$ cat src/rtl/tx_retry_pkg.sv
package tx_retry_pkg;
  typedef enum logic [1:0] {
    ST_IDLE = 2'd0,
    ST_XMIT = 2'd1,
    ST_GAP  = 2'd2
  } tx_state_e;

  typedef enum logic [1:0] {
    END_NONE = 2'd0,
    END_OK   = 2'd1,
    END_ERR  = 2'd2,
    END_LATE = 2'd3
  } tx_end_e;
endpackage

$ cat src/rtl/tx_retry_window.sv
module tx_retry_window #(
  parameter int PROT_BYTES = 64,
  localparam int CW = $clog2(PROT_BYTES + 1)
) (
  input  logic clk_i,
  input  logic rst_ni,
  input  logic clear_i,
  input  logic byte_i,
  output logic open_o
);
  logic [CW-1:0] cnt_q;

  always_ff @(posedge clk_i or negedge rst_ni) begin
    if (!rst_ni)                                cnt_q <= '0;
    else if (clear_i)                           cnt_q <= '0;
    else if (byte_i && cnt_q != CW'(PROT_BYTES)) cnt_q <= cnt_q + 1'b1;
  end

  assign open_o = (cnt_q < CW'(PROT_BYTES));
endmodule

$ cat src/rtl/tx_retry_gap.sv
module tx_retry_gap #(
  parameter int GAP_CYCLES = 8,
  localparam int CW = $clog2(GAP_CYCLES + 1)
) (
  input  logic clk_i,
  input  logic rst_ni,
  input  logic load_i,
  output logic done_o
);
  logic [CW-1:0] cnt_q;

  always_ff @(posedge clk_i or negedge rst_ni) begin
    if (!rst_ni)          cnt_q <= '0;
    else if (load_i)      cnt_q <= CW'(GAP_CYCLES - 1);
    else if (cnt_q != '0) cnt_q <= cnt_q - 1'b1;
  end

  assign done_o = (cnt_q == '0);
endmodule

$ cat src/rtl/tx_retry_attempts.sv
module tx_retry_attempts #(
  parameter int MAX_ATTEMPTS = 16,
  localparam int CW = $clog2(MAX_ATTEMPTS + 1)
) (
  input  logic          clk_i,
  input  logic          rst_ni,
  input  logic          clear_i,
  input  logic          first_i,
  input  logic          inc_i,
  input  logic          single_i,
  output logic [CW-1:0] count_o,
  output logic          last_o
);
  logic [CW-1:0] cnt_q;

  always_ff @(posedge clk_i or negedge rst_ni) begin
    if (!rst_ni)      cnt_q <= '0;
    else if (clear_i) cnt_q <= '0;
    else if (first_i) cnt_q <= CW'(1);
    else if (inc_i)   cnt_q <= cnt_q + 1'b1;
  end

  assign count_o = cnt_q;
  assign last_o  = single_i ? (cnt_q == CW'(1)) : (cnt_q == CW'(MAX_ATTEMPTS));
endmodule

$ cat src/rtl/tx_retry_ctl.sv
module tx_retry_ctl
  import tx_retry_pkg::*;
#(
  parameter int MAX_ATTEMPTS = 16,
  parameter int PROT_BYTES   = 64,
  parameter int GAP_CYCLES   = 8,
  localparam int AW = $clog2(MAX_ATTEMPTS + 1)
) (
  input  logic          clk_i,
  input  logic          rst_ni,
  input  logic          start_i,
  input  logic          no_retry_i,
  input  logic          force_col_i,
  input  logic          int_loop_i,
  input  logic          col_i,
  input  logic          byte_i,
  input  logic          done_i,
  output logic          tx_go_o,
  output logic          busy_o,
  output logic          protect_o,
  output logic [AW-1:0] attempt_o,
  output logic          ok_o,
  output logic          retry_err_o,
  output logic          late_col_o
);
  tx_state_e state_q, state_d;
  tx_end_e   end_d;
  logic single_q;
  logic go_q, ok_q, err_q, late_q;
  logic go_d, first_d, inc_d, clr_d, win_clr_d, gap_load_d;
  logic win_open, gap_done, at_last, eff_col;

  // loopback qualifies the test collision
  assign eff_col = col_i | (force_col_i & int_loop_i);

  tx_retry_window #(.PROT_BYTES(PROT_BYTES)) u_win (
    .clk_i   (clk_i),
    .rst_ni  (rst_ni),
    .clear_i (win_clr_d),
    .byte_i  (byte_i & (state_q == ST_XMIT)),
    .open_o  (win_open)
  );

  tx_retry_gap #(.GAP_CYCLES(GAP_CYCLES)) u_gap (
    .clk_i  (clk_i),
    .rst_ni (rst_ni),
    .load_i (gap_load_d),
    .done_o (gap_done)
  );

  tx_retry_attempts #(.MAX_ATTEMPTS(MAX_ATTEMPTS)) u_att (
    .clk_i    (clk_i),
    .rst_ni   (rst_ni),
    .clear_i  (clr_d),
    .first_i  (first_d),
    .inc_i    (inc_d),
    .single_i (single_q),
    .count_o  (attempt_o),
    .last_o   (at_last)
  );

  always_comb begin
    state_d    = state_q;
    end_d      = END_NONE;
    go_d       = 1'b0;
    first_d    = 1'b0;
    inc_d      = 1'b0;
    clr_d      = 1'b0;
    win_clr_d  = 1'b0;
    gap_load_d = 1'b0;
    unique case (state_q)
      ST_IDLE: begin
        if (start_i) begin
          state_d   = ST_XMIT;
          first_d   = 1'b1;
          win_clr_d = 1'b1;
          go_d      = 1'b1;
        end
      end
      ST_XMIT: begin
        if (eff_col) begin
          if (!win_open) begin
            state_d = ST_IDLE;
            end_d   = END_LATE;
            clr_d   = 1'b1;
          end else if (at_last) begin
            state_d = ST_IDLE;
            end_d   = END_ERR;
            clr_d   = 1'b1;
          end else begin
            state_d    = ST_GAP;
            gap_load_d = 1'b1;
          end
        end else if (done_i) begin
          state_d = ST_IDLE;
          end_d   = END_OK;
          clr_d   = 1'b1;
        end
      end
      ST_GAP: begin
        if (gap_done) begin
          state_d   = ST_XMIT;
          inc_d     = 1'b1;
          win_clr_d = 1'b1;
          go_d      = 1'b1;
        end
      end
      default: state_d = ST_IDLE;
    endcase
  end

  always_ff @(posedge clk_i or negedge rst_ni) begin
    if (!rst_ni) begin
      state_q  <= ST_IDLE;
      single_q <= 1'b0;
      go_q     <= 1'b0;
      ok_q     <= 1'b0;
      err_q    <= 1'b0;
      late_q   <= 1'b0;
    end else begin
      state_q <= state_d;
      go_q    <= go_d;
      ok_q    <= (end_d == END_OK);
      err_q   <= (end_d == END_ERR);
      late_q  <= (end_d == END_LATE);
      if (state_q == ST_IDLE && start_i) single_q <= no_retry_i;
    end
  end

  assign tx_go_o     = go_q;
  assign busy_o      = (state_q != ST_IDLE);
  assign protect_o   = busy_o & ~single_q;
  assign ok_o        = ok_q;
  assign retry_err_o = err_q;
  assign late_col_o  = late_q;
endmodule

$ cat config.mk
export PLATFORM = sky130hd
export DESIGN_NAME = tx_retry_ctl
export DESIGN_NICKNAME = d
export VERILOG_FILES = /design/src/rtl/tx_retry_pkg.sv /design/src/rtl/tx_retry_window.sv /design/src/rtl/tx_retry_gap.sv /design/src/rtl/tx_retry_attempts.sv /design/src/rtl/tx_retry_ctl.sv
export SDC_FILE = /design/constraint.sdc
export NUM_CORES = 1
export LEC_CHECK = 0
export ABC_AREA = 0
export BUFFER_PORTS_ARGS = -buffer_cell sky130_fd_sc_hd__buf_2
export CAP_MARGIN = 20
export CORE_MARGIN = 2
export CORE_UTILIZATION = 55
export DETAILED_ROUTE_END_ITERATION = 6
export PLACE_DENSITY = 0.87
export REMOVE_ABC_BUFFERS = 1
export SYNTH_ARGS = -nofsm -noshare
export SYNTH_HDL_FRONTEND = slang
export SYNTH_SLANG_ARGS = --single-unit
$ cat constraint.sdc
create_clock -name clk_i -period 2.3 [get_ports clk_i]
set_input_delay 0.46 -clock clk_i [delete_from_list [all_inputs] [get_ports clk_i]]
set_output_delay 0.46 -clock clk_i [all_outputs]
set_load 0.1 [all_outputs]
Word level (Yosys, flattened, before mapping)
Index checks and enable logic that the tools add are counted.
Cells by class
  add/sub/neg operators: 3
  $lt $le $gt $ge: 1
  equal/unequal tests: 11
  mux-type cells: 34
  bitwise gates (word level): 5
  reduce and logical (&&, ||, !) cells: 10
Operator list (number)
  two-way mux 2 bit: 10
  two-way mux 1 bit: 15
  two-way mux 5 bit: 3
  two-way mux 7 bit: 2
  two-way mux 4 bit: 2
  adder 7 x 1 -> 7 bit (second input constant): 1
  < comparator 7 bit (second input constant): 1
  inequality test 7 bit (second input constant): 1
  == test 2 bit (second input constant): 3
  one-hot mux 2 bit (3 select lines): 1
  nonzero test 2 bit: 3
  adder 5 x 1 -> 5 bit (second input constant): 1
  == test 5 x 1 -> 1 bit (second input constant): 1
  == test 5 bit (second input constant): 1
  == test 2 x 1 -> 1 bit (second input constant): 2
  zero test 4 bit: 1
  inequality test 2 bit (second input constant): 2
  nonzero test 4 bit: 1
  subtractor 4 x 1 -> 4 bit (second input constant): 1
  AND 1 bit: 3
  inequality test 3 bit (second input constant): 1
  AND reduction 3 bit: 1
  nonzero test 3 bit: 1
  logical AND 1 bit: 2
  4 further kinds: 4
Storage, ports and cells
  bits in registers: 23
  output and inout port bits: 11

Logic depth before layout (Yosys ltp)
Gate-level depths: netlist (run 1).
  depth in word-level cells: 7
  depth in mapped cells: 7
  gate-level depth less buffers: 7

By module
Synthesis (run 1) repeated with hierarchy kept, for this count alone.
Second synthesis, totals
  cell total of the unflattened synthesis: 119
  area total of the unflattened synthesis: 1243.7 um^2
By module, submodules not included
  tx_retry_window: instances 1, cells an instance 42, area an instance 390.4 um^2, sequential area each 175.2 um^2
  tx_retry_ctl: instances 1, cells an instance 30, area an instance 335.3 um^2, sequential area each 175.2 um^2
  tx_retry_attempts: instances 1, cells an instance 26, area an instance 290.3 um^2, sequential area each 125.1 um^2
  tx_retry_gap: instances 1, cells an instance 21, area an instance 227.7 um^2, sequential area each 100.1 um^2

Least setup slack after synthesis (run 1)
No wires, ideal clock.
  kind: reg2out
  start: register state_q[0]
  end: output protect_o
  arrival: 2315 ps
  data required time: 1840 ps
  path slack: -475 ps
  cell stages (with the launch flop): 3
  cell sequence: dfrtp_1 or2_2 nor2b_1
Between the ends
  longest elaborated chain between the ends: 2
Ends and longest elaborated chain
  start: declaration: line tx_retry_ctl.sv:26  | tx_state_e state_q, state_d;
  start signal: assignment: line tx_retry_ctl.sv:121  | state_q <= state_d;
  nonzero test 2 bit: line tx_retry_ctl.sv:131  | assign busy_o = (state_q != ST_IDLE);
  net busy_o: line tx_retry_ctl.sv:19  | output logic busy_o,
  AND 1 bit: line tx_retry_ctl.sv:132  | assign protect_o = busy_o & ~single_q;
  end: declaration: line tx_retry_ctl.sv:20  | output logic protect_o,
The timed path passes the listed nets, and every way through them passes these cells.

Worst setup path in the final report (run 1)
  start: register state_q[1]
  end: output protect_o
Between the ends
  longest elaborated chain between the ends: 2
Ends and longest elaborated chain (line)
  nonzero test 2 bit: tx_retry_ctl.sv:131
  AND 1 bit: tx_retry_ctl.sv:132
Every way passes these cells.

==> load_flow_metrics.sql, run 1 <==
INSERT INTO impl_metrics (metric_group, metric, value, unit) VALUES
('layout', 'stdcell_area', '1360', 'um2'),
('synthesis', 'synth_area', '1210', 'um2'),
('die', 'placeableCoreArea', '2020', 'um2'),
('flow_run', 'max-cap-violations', '0', ''),
('clock_network', 'post-cts-setup-buffer-count', '0', ''),
('routing', 'routedWlPerCell', '14.0', 'um'),
('layout', 'final.fill_count', '169', ''),
('run_status', 'run_status', 'finished clean', ''),
('global_route', 'grt_use_total', '0.205', ''),
('global_route', 'leftover_overflow_at_the_end_of_global_routing', '0', ''),
('clock_network', 'clock_sinks', '23', ''),
('die', 'io_pins', '20', ''),
('pwr', 'intPower', '836', 'uW'),
('sta', 'fin_worst_hold_slack', '0.0985', 'ns'),
('routing', 'detail-route-antenna-nets', '0', ''),
('die', 'floorplan.initialDensity', '0.597', ''),
('clock_network', 'cts_inserted_buffers', '3', ''),
('sta', 'finalCritPeriodShare', '0.864', ''),
('placement', 'post_dp_cell_area', '1340', 'um2'),
('sta', 'finalSetupViolCount', '0', ''),
('sta', 'final_hold_viol_count', '0', ''),
('global_route', 'via_count_of_the_first_global_routing_pass', '940', ''),
('routing', 'drtPass1Iterations', '4', ''),
('global_route', 'largest_net_degree_at_the_start_of_global_routing', '24', ''),
('clock_network', 'post_cts_resize_count', '0', ''),
('sta', 'maxSlewViolCount', '0', ''),
('sta', 'fin_tns_setup', '0', 'ns'),
('clock_network', 'cts-hold-fix-buffers', '0', ''),
('pwr', 'p_leak', '0.000684', 'uW'),
('layout', 'final_cell_count_no_fill', '165', ''),
('routing', 'first_iter_violations', '6', ''),
('clock_network', 'clk_pin_slew', '0.13', 'ns'),
('sta', 'min_period', '1.99', 'ns'),
('pwr', 'pwr-share-seq', '0.372', ''),
('pwr', 'powerDensity', '1230', 'nW/um2'),
('sta', 'finalClockSkew', '0.00778', 'ns'),
('pwr', 'power.combinational.fraction', '0.518', ''),
('layout', 'leading_cell_type_in_the_layout_fill_and_taps_excluded', 'sky130_fd_sc_hd__dfrtp_1', ''),
('routing', 'avgViaCountPerCell', '5.53', ''),
('layout', 'insertedDiodeCount', '0', ''),
('placement', 'gp_congestion', '0.774', ''),
('sta', 'rsz_0062_raised_after_global_routing', 'no', ''),
('die', 'die_h', '50.9', 'um'),
('routing', 'wirelength', '2300', 'um'),
('synthesis', 'synthesis.instances', '115', ''),
('clock_network', 'clkLatencyLatePin', '0.31', 'ns'),
('pwr', 'pwr-share-clk', '0.110', ''),
('clock_network', 'cts_tree', 'yes', ''),
('global_route', 'grt_pass1_wl', '4000', 'um'),
('placement', 'place.detailed.instances', '161', ''),
('pwr', 'switchingPower', '842', 'uW'),
('sta', 'worstMarginPinSlew', '0.507', 'ns'),
('routing', 'via_count', '912', ''),
('placement', 'buffer_ports.inserted', '19', ''),
('setup_path', 'setup.worst_path.end_class', 'output pin', ''),
('setup_path', 'critical-path-slowest-cell', 'sky130_fd_sc_hd__dfrtp_1', ''),
('clock_network', 'clock_tree.root_cell', 'sky130_fd_sc_hd__clkbuf_4', ''),
('layout', 'drive_gt1_frac', '0.268', ''),
('sta', 'timing.slew.headroom', '0.662', ''),
('layout', 'synthToLayoutAreaGrowth', '13.0', '%'),
('clock_network', 'clock_path_buffers', '2', ''),
('setup_path', 'path_cells', 'or2_2, nor2b_1, buf_2', ''),
('synthesis', 'synth-warning-count', '0', ''),
('synthesis', 'yosysSeqAreaShare', '0.477', ''),
('placement', 'dp_hpwl', '1690', 'um'),
('layout', 'final_core_utilization', '0.675', ''),
('pwr', 'switching_share', '0.502', ''),
('clock_network', 'ctsHtreeMaxLevel', '1', ''),
('synthesis', 'synth.avg_cell_area', '10.5', 'um2'),
('layout', 'layout.cells.most_common_list', 'sky130_fd_sc_hd__dfrtp_1 (23), sky130_fd_sc_hd__buf_2 (19), sky130_fd_sc_hd__nor2_1 (11)', ''),
('setup_path', 'startpoint_type', 'flop', '');
==> sequential cells by signal, indices dropped and copies added, names as in the netlist <==
name / count
u_gap.cnt_q: 4
u_win.cnt_q: 7
single_q: 1
ok_o: 1
retry_err_o: 1
state_q: 2
u_att.count_o: 5
tx_go_o: 1
late_col_o: 1
==> stage by stage <==
step	total power [uW]	setup slack [ns]
after global placement	1470	0.699
after detailed placement	1500	0.626
after floorplan	1340	-0.475
after CTS	1680	0.312
after global routing	1780	0.262
final	1680	0.312
==> cell families (layout without fill, tap and decap cells) <==
family                     after synthesis  in the layout  share of synthesized area
and+or+nand+nor                         53             53                      0.275
DFF                                     23             23                      0.477
AOI/OAI and AO/OA                       21             21                      0.120
buffers and inverters                    6             29                     0.0207
xor gates and xnor gates                 5              5                     0.0363
adders and majority gates                4              4                     0.0415
muxes                                    3              3                     0.0300
==> cell usage after synthesis, drive strengths merged <==
library cell / number / area [um2]
a31oi: 1 / 12.5
and2b: 1 / 7.51
xor2: 4 / 35.0
and2: 2 / 12.5
nor2: 13 / 58.8
nand3b: 2 / 15.0
a22oi: 1 / 7.51
nor2b: 2 / 15.0
a22o: 1 / 8.76
ha: 4 / 50.1
or2: 1 / 6.26
nor4: 1 / 6.26
and4b: 1 / 10.0
or3: 1 / 6.26
a211oi: 1 / 7.51
and3b: 1 / 8.76
a21oi: 7 / 46.3
a21o: 2 / 15.0
nand3: 6 / 30.0
inv: 6 / 25.0
or3b: 1 / 11.3
mux2i: 1 / 10.0
o21ai: 6 / 30.0
a211o: 2 / 17.5
nor3b: 5 / 58.8
mux2: 2 / 26.3
nor3: 4 / 25.0
xnor2: 1 / 8.76
dfrtp: 23 / 576
and3: 4 / 25.0
nand2: 6 / 22.5
nand2b: 2 / 12.5
==> per-layer routing <==
layer | part of all wire | global-route usage
met1 | 0.46 | 0.250
met2 | 0.50 | 0.379
met3 | 0.035 | 0.0292
met4 | 0.0056 | 0.0541
met5 | 0 | 0
==> final cells by class <==
type,instances,area [um2],share of cell area
Multi-Input combinational cell,86,607,0.445
Sequential cell,23,576,0.422
Timing Repair Buffer,19,95.1,0.0697
Tap cell,27,33.8,0.0248
Inverter,6,25.0,0.0183
Clock buffer,3,22.5,0.0165
Clock inverter,1,5.00,0.00367
==> power groups by stage <==
| stage | Sequential, uW | Clock, uW | Combinational [uW] |
|---|---|---|---|
| after floorplan | 780 | 0 | 560 |
| after global placement | 623 | 0 | 843 |
| after detailed placement | 630 | 0 | 868 |
| after CTS | 624 | 188 | 871 |
| after global routing | 642 | 206 | 932 |
| final | 625 | 184 | 869 |
==> path summary, 6_finish.rpt <==
path | end | from | slack (ns) | cells after the start
worst max-delay path | protect_o | state_q[1] | 0.31 | 3
worst min-delay path | u_att.count_o[2] | rst_ni | 0.1 | 1
worst max register to register | u_win.cnt_q[0] | u_gap.cnt_q[0] | 0.61 | 7
worst min register to register | u_win.cnt_q[2] | u_win.cnt_q[2] | 0.53 | 1
max in group asynchronous | tx_go_o | rst_ni | 1.85 | 1
min in group clk_i | state_q[0] | done_i | 0.35 | 2
==> worst max-delay path: cells and delay by family, from the launching register on <==
family / cells / cell delay, ns
buffers and inverters: 1 / 0.29
DFF: 1 / 0.46
and+or+nand+nor: 2 / 0.46
Power figures use the tool's default switching activity.
==> run 2, diff against run 1 <==
- CORE_UTILIZATION: 55 -> 58
- CTS_CLUSTER_DIAMETER: unset -> 50
- PLACE_DENSITY: 0.87 -> 0.91
==> run 2 against run 1 <==
Net effect: via count up 0.33%; largest power group unchanged; highest routed layer unchanged; clock power is 5% higher; non-clock buffer count did not move; clock skew up 0.0039 ns; sequential power about the same; register-to-register slack better by 0.02 ns; routed wire length shrank 2.0%; clock-buffer cell count unchanged; worst setup slack improved by 0.012 ns; combinational power about the same; utilization grew 2.2 points.
==> load_flow_metrics.sql, run 2 (same netlist as run 1, synthesis figures left out) <==
INSERT INTO impl_metrics (metric_group, metric, value, unit) VALUES
('placement', 'buffer_ports.inserted', '19', ''),
('pwr', 'powerDensity', '1240', 'nW/um2'),
('setup_path', 'register_to_register_path_setup_slack', '0.63', 'ns'),
('setup_path', 'setup.worst_path.end_class', 'output pin', ''),
('sta', 'rsz_0062_raised_after_global_routing', 'no', ''),
('routing', 'drtPass1Iterations', '4', ''),
('sta', 'min_period', '1.98', 'ns'),
('clock_network', 'ctsHtreeMaxLevel', '1', ''),
('clock_network', 'clkLatencyLatePin', '0.32', 'ns'),
('layout', 'num-nets-final', '152', ''),
('layout', 'insertedDiodeCount', '0', ''),
('die', 'rows', '16', ''),
('setup_path', 'criticalPathCategory', 'reg2out', ''),
('routing', 'routedWlPerCell', '13.7', 'um'),
('run_status', 'run_status', 'finished clean', ''),
('sta', 'finalClockSkew', '0.0117', 'ns'),
('die', 'floorplan.initialDensity', '0.615', ''),
('pwr', 'vdd_ir_drop_max', '0.000826', 'V'),
('setup_path', 'arrival', '1.52', 'ns'),
('sta', 'achievable-frequency', '0.506', 'GHz'),
('flow_run', 'max-cap-violations', '0', ''),
('routing', 'via_count', '915', ''),
('die', 'die_width', '49.6', 'um'),
('routing', 'detail-route-antenna-nets', '0', ''),
('global_route', 'leftover_overflow_at_the_end_of_global_routing', '0', ''),
('clock_network', 'clock_path_buffers', '2', ''),
('setup_path', 'worst_r2r_dst', 'u_win.cnt_q[0]', ''),
('clock_network', 'clock_sinks', '23', ''),
('clock_network', 'post-cts-setup-buffer-count', '0', ''),
('clock_network', 'clock_tree.root_cell', 'sky130_fd_sc_hd__clkbuf_4', ''),
('sta', 'maxSlewViolCount', '0', ''),
('sta', 'finalSetupViolCount', '0', ''),
('layout', 'synthToLayoutAreaGrowth', '13.2', '%'),
('routing', 'first_iter_violations', '16', ''),
('die', 'io_pins', '20', ''),
('placement', 'dp_hpwl', '1750', 'um'),
('sta', 'worstMarginPinSlew', '0.496', 'ns'),
('sta', 'timing.slew.headroom', '0.669', ''),
('sta', 'finalCritPeriodShare', '0.859', ''),
('sta', 'fin_ws', '0.324', 'ns'),
('global_route', 'largest_net_degree_at_the_start_of_global_routing', '24', ''),
('routing', 'avgViaCountPerCell', '5.55', ''),
('pwr', 'design_power_total', '1690', 'uW'),
('setup_path', 'r2r-start', 'u_gap.cnt_q[0]', ''),
('layout', 'leading_cell_type_in_the_layout_fill_and_taps_excluded', 'sky130_fd_sc_hd__dfrtp_1', ''),
('routing', 'wirelength', '2260', 'um'),
('clock_network', 'post_cts_resize_count', '0', ''),
('setup_path', 'path_cells', 'or2_2, nor2b_1, buf_2', ''),
('routing', 'remaining_drc_errors', '0', ''),
('die', 'die_area', '2460', 'um2'),
('layout', 'drive_gt1_frac', '0.268', ''),
('layout', 'flip_flop_count_of_the_largest_register_after_layout', '7', ''),
('clock_network', 'cts_tree', 'yes', ''),
('layout', 'largest_register', 'u_win.cnt_q', ''),
('clock_network', 'cts-hold-fix-buffers', '0', ''),
('die', 'placeableCoreArea', '1960', 'um2'),
('global_route', 'grt_pass1_wl', '3930', 'um'),
('global_route', 'grt_antenna_before_repair', '0', ''),
('global_route', 'via_count_of_the_first_global_routing_pass', '895', ''),
('setup_path', 'max_fanout_on_critical_path', '7', ''),
('pwr', 'p_leak', '0.000680', 'uW'),
('placement', 'dpl_worst_slack', '0.631', 'ns'),
('clock_network', 'clk_pin_slew', '0.13', 'ns'),
('sta', 'final_hold_viol_count', '0', ''),
('clock_network', 'cts_inserted_buffers', '3', ''),
('setup_path', 'worstPathRequired', '1.84', 'ns'),
('global_route', 'grt_use_total', '0.210', ''),
('setup_path', 'critical-path-slowest-cell', 'sky130_fd_sc_hd__dfrtp_1', ''),
('layout', 'layout.cells.most_common_list', 'sky130_fd_sc_hd__dfrtp_1 (23), sky130_fd_sc_hd__buf_2 (19), sky130_fd_sc_hd__nor2_1 (11)', ''),
('setup_path', 'startpoint_type', 'flop', ''),
('placement', 'gp_congestion', '0.779', ''),
('worst_hold_path', 'hold_path_class', 'in2async', ''),
('setup_path', 'cpPeakStageDelay', '0.46', 'ns'),
('die', 'die_h', '49.6', 'um'),
('setup_path', 'r2r.worst_path.cells', '7', '');
run 2: worst max path at each step:
stage	start	to	slack (ns)	cells past startpoint
after floorplan	state_q[0]	protect_o	-0.48	2
after global placement	u_gap.cnt_q[0]	u_win.cnt_q[0]	0.70	7
after detailed placement	u_gap.cnt_q[0]	u_win.cnt_q[0]	0.63	7
after CTS	state_q[0]	protect_o	0.31	3
after global routing	state_q[0]	protect_o	0.24	3
final	state_q[1]	protect_o	0.32	3
run 2: through the flow:
stage	util	cell area [um2]	cells	setup TNS (ns)	hold slack (ns)
final	0.696	1370	165	0	0.0767
after global routing	0.696	1370	165	0	0.106
after CTS	0.696	1370	165	0	0.0981
after detailed placement	0.681	1340	161	0	0.463
after global placement	0.681	1340	161	0	0.454
after floorplan	-	1210	115	-0.475	0.164
run 2: cell type report:
class | instances | area [um2]
multi-input cells | 86 | 607
fillers | 164 | 596
flip-flops and latches | 23 | 576
repair buffers | 19 | 95.1
well taps | 27 | 33.8
inverters | 6 | 25.0
clock buffers | 3 | 22.5
clock inverters | 1 | 7.51
run 2: metal layers:
metal / share of wire / track usage
met1: 0.46 / 0.278
met4: 0.015 / 0.0787
met2: 0.49 / 0.342
met3: 0.038 / 0.0394
met5: 0 / 0
run 2: power by group:
part | internal (uW) | leakage [uW] | switching [uW]
clock network | 66.5 | 0.0000139 | 126
logic | 266 | 0.000364 | 605
registers | 505 | 0.000302 | 123
run 2: critical path: cells and delay by family, from the launching register on:
family	cells	cell delay, ns
buf+inv	1	0.29
flops	1	0.46
simple gates	2	0.46
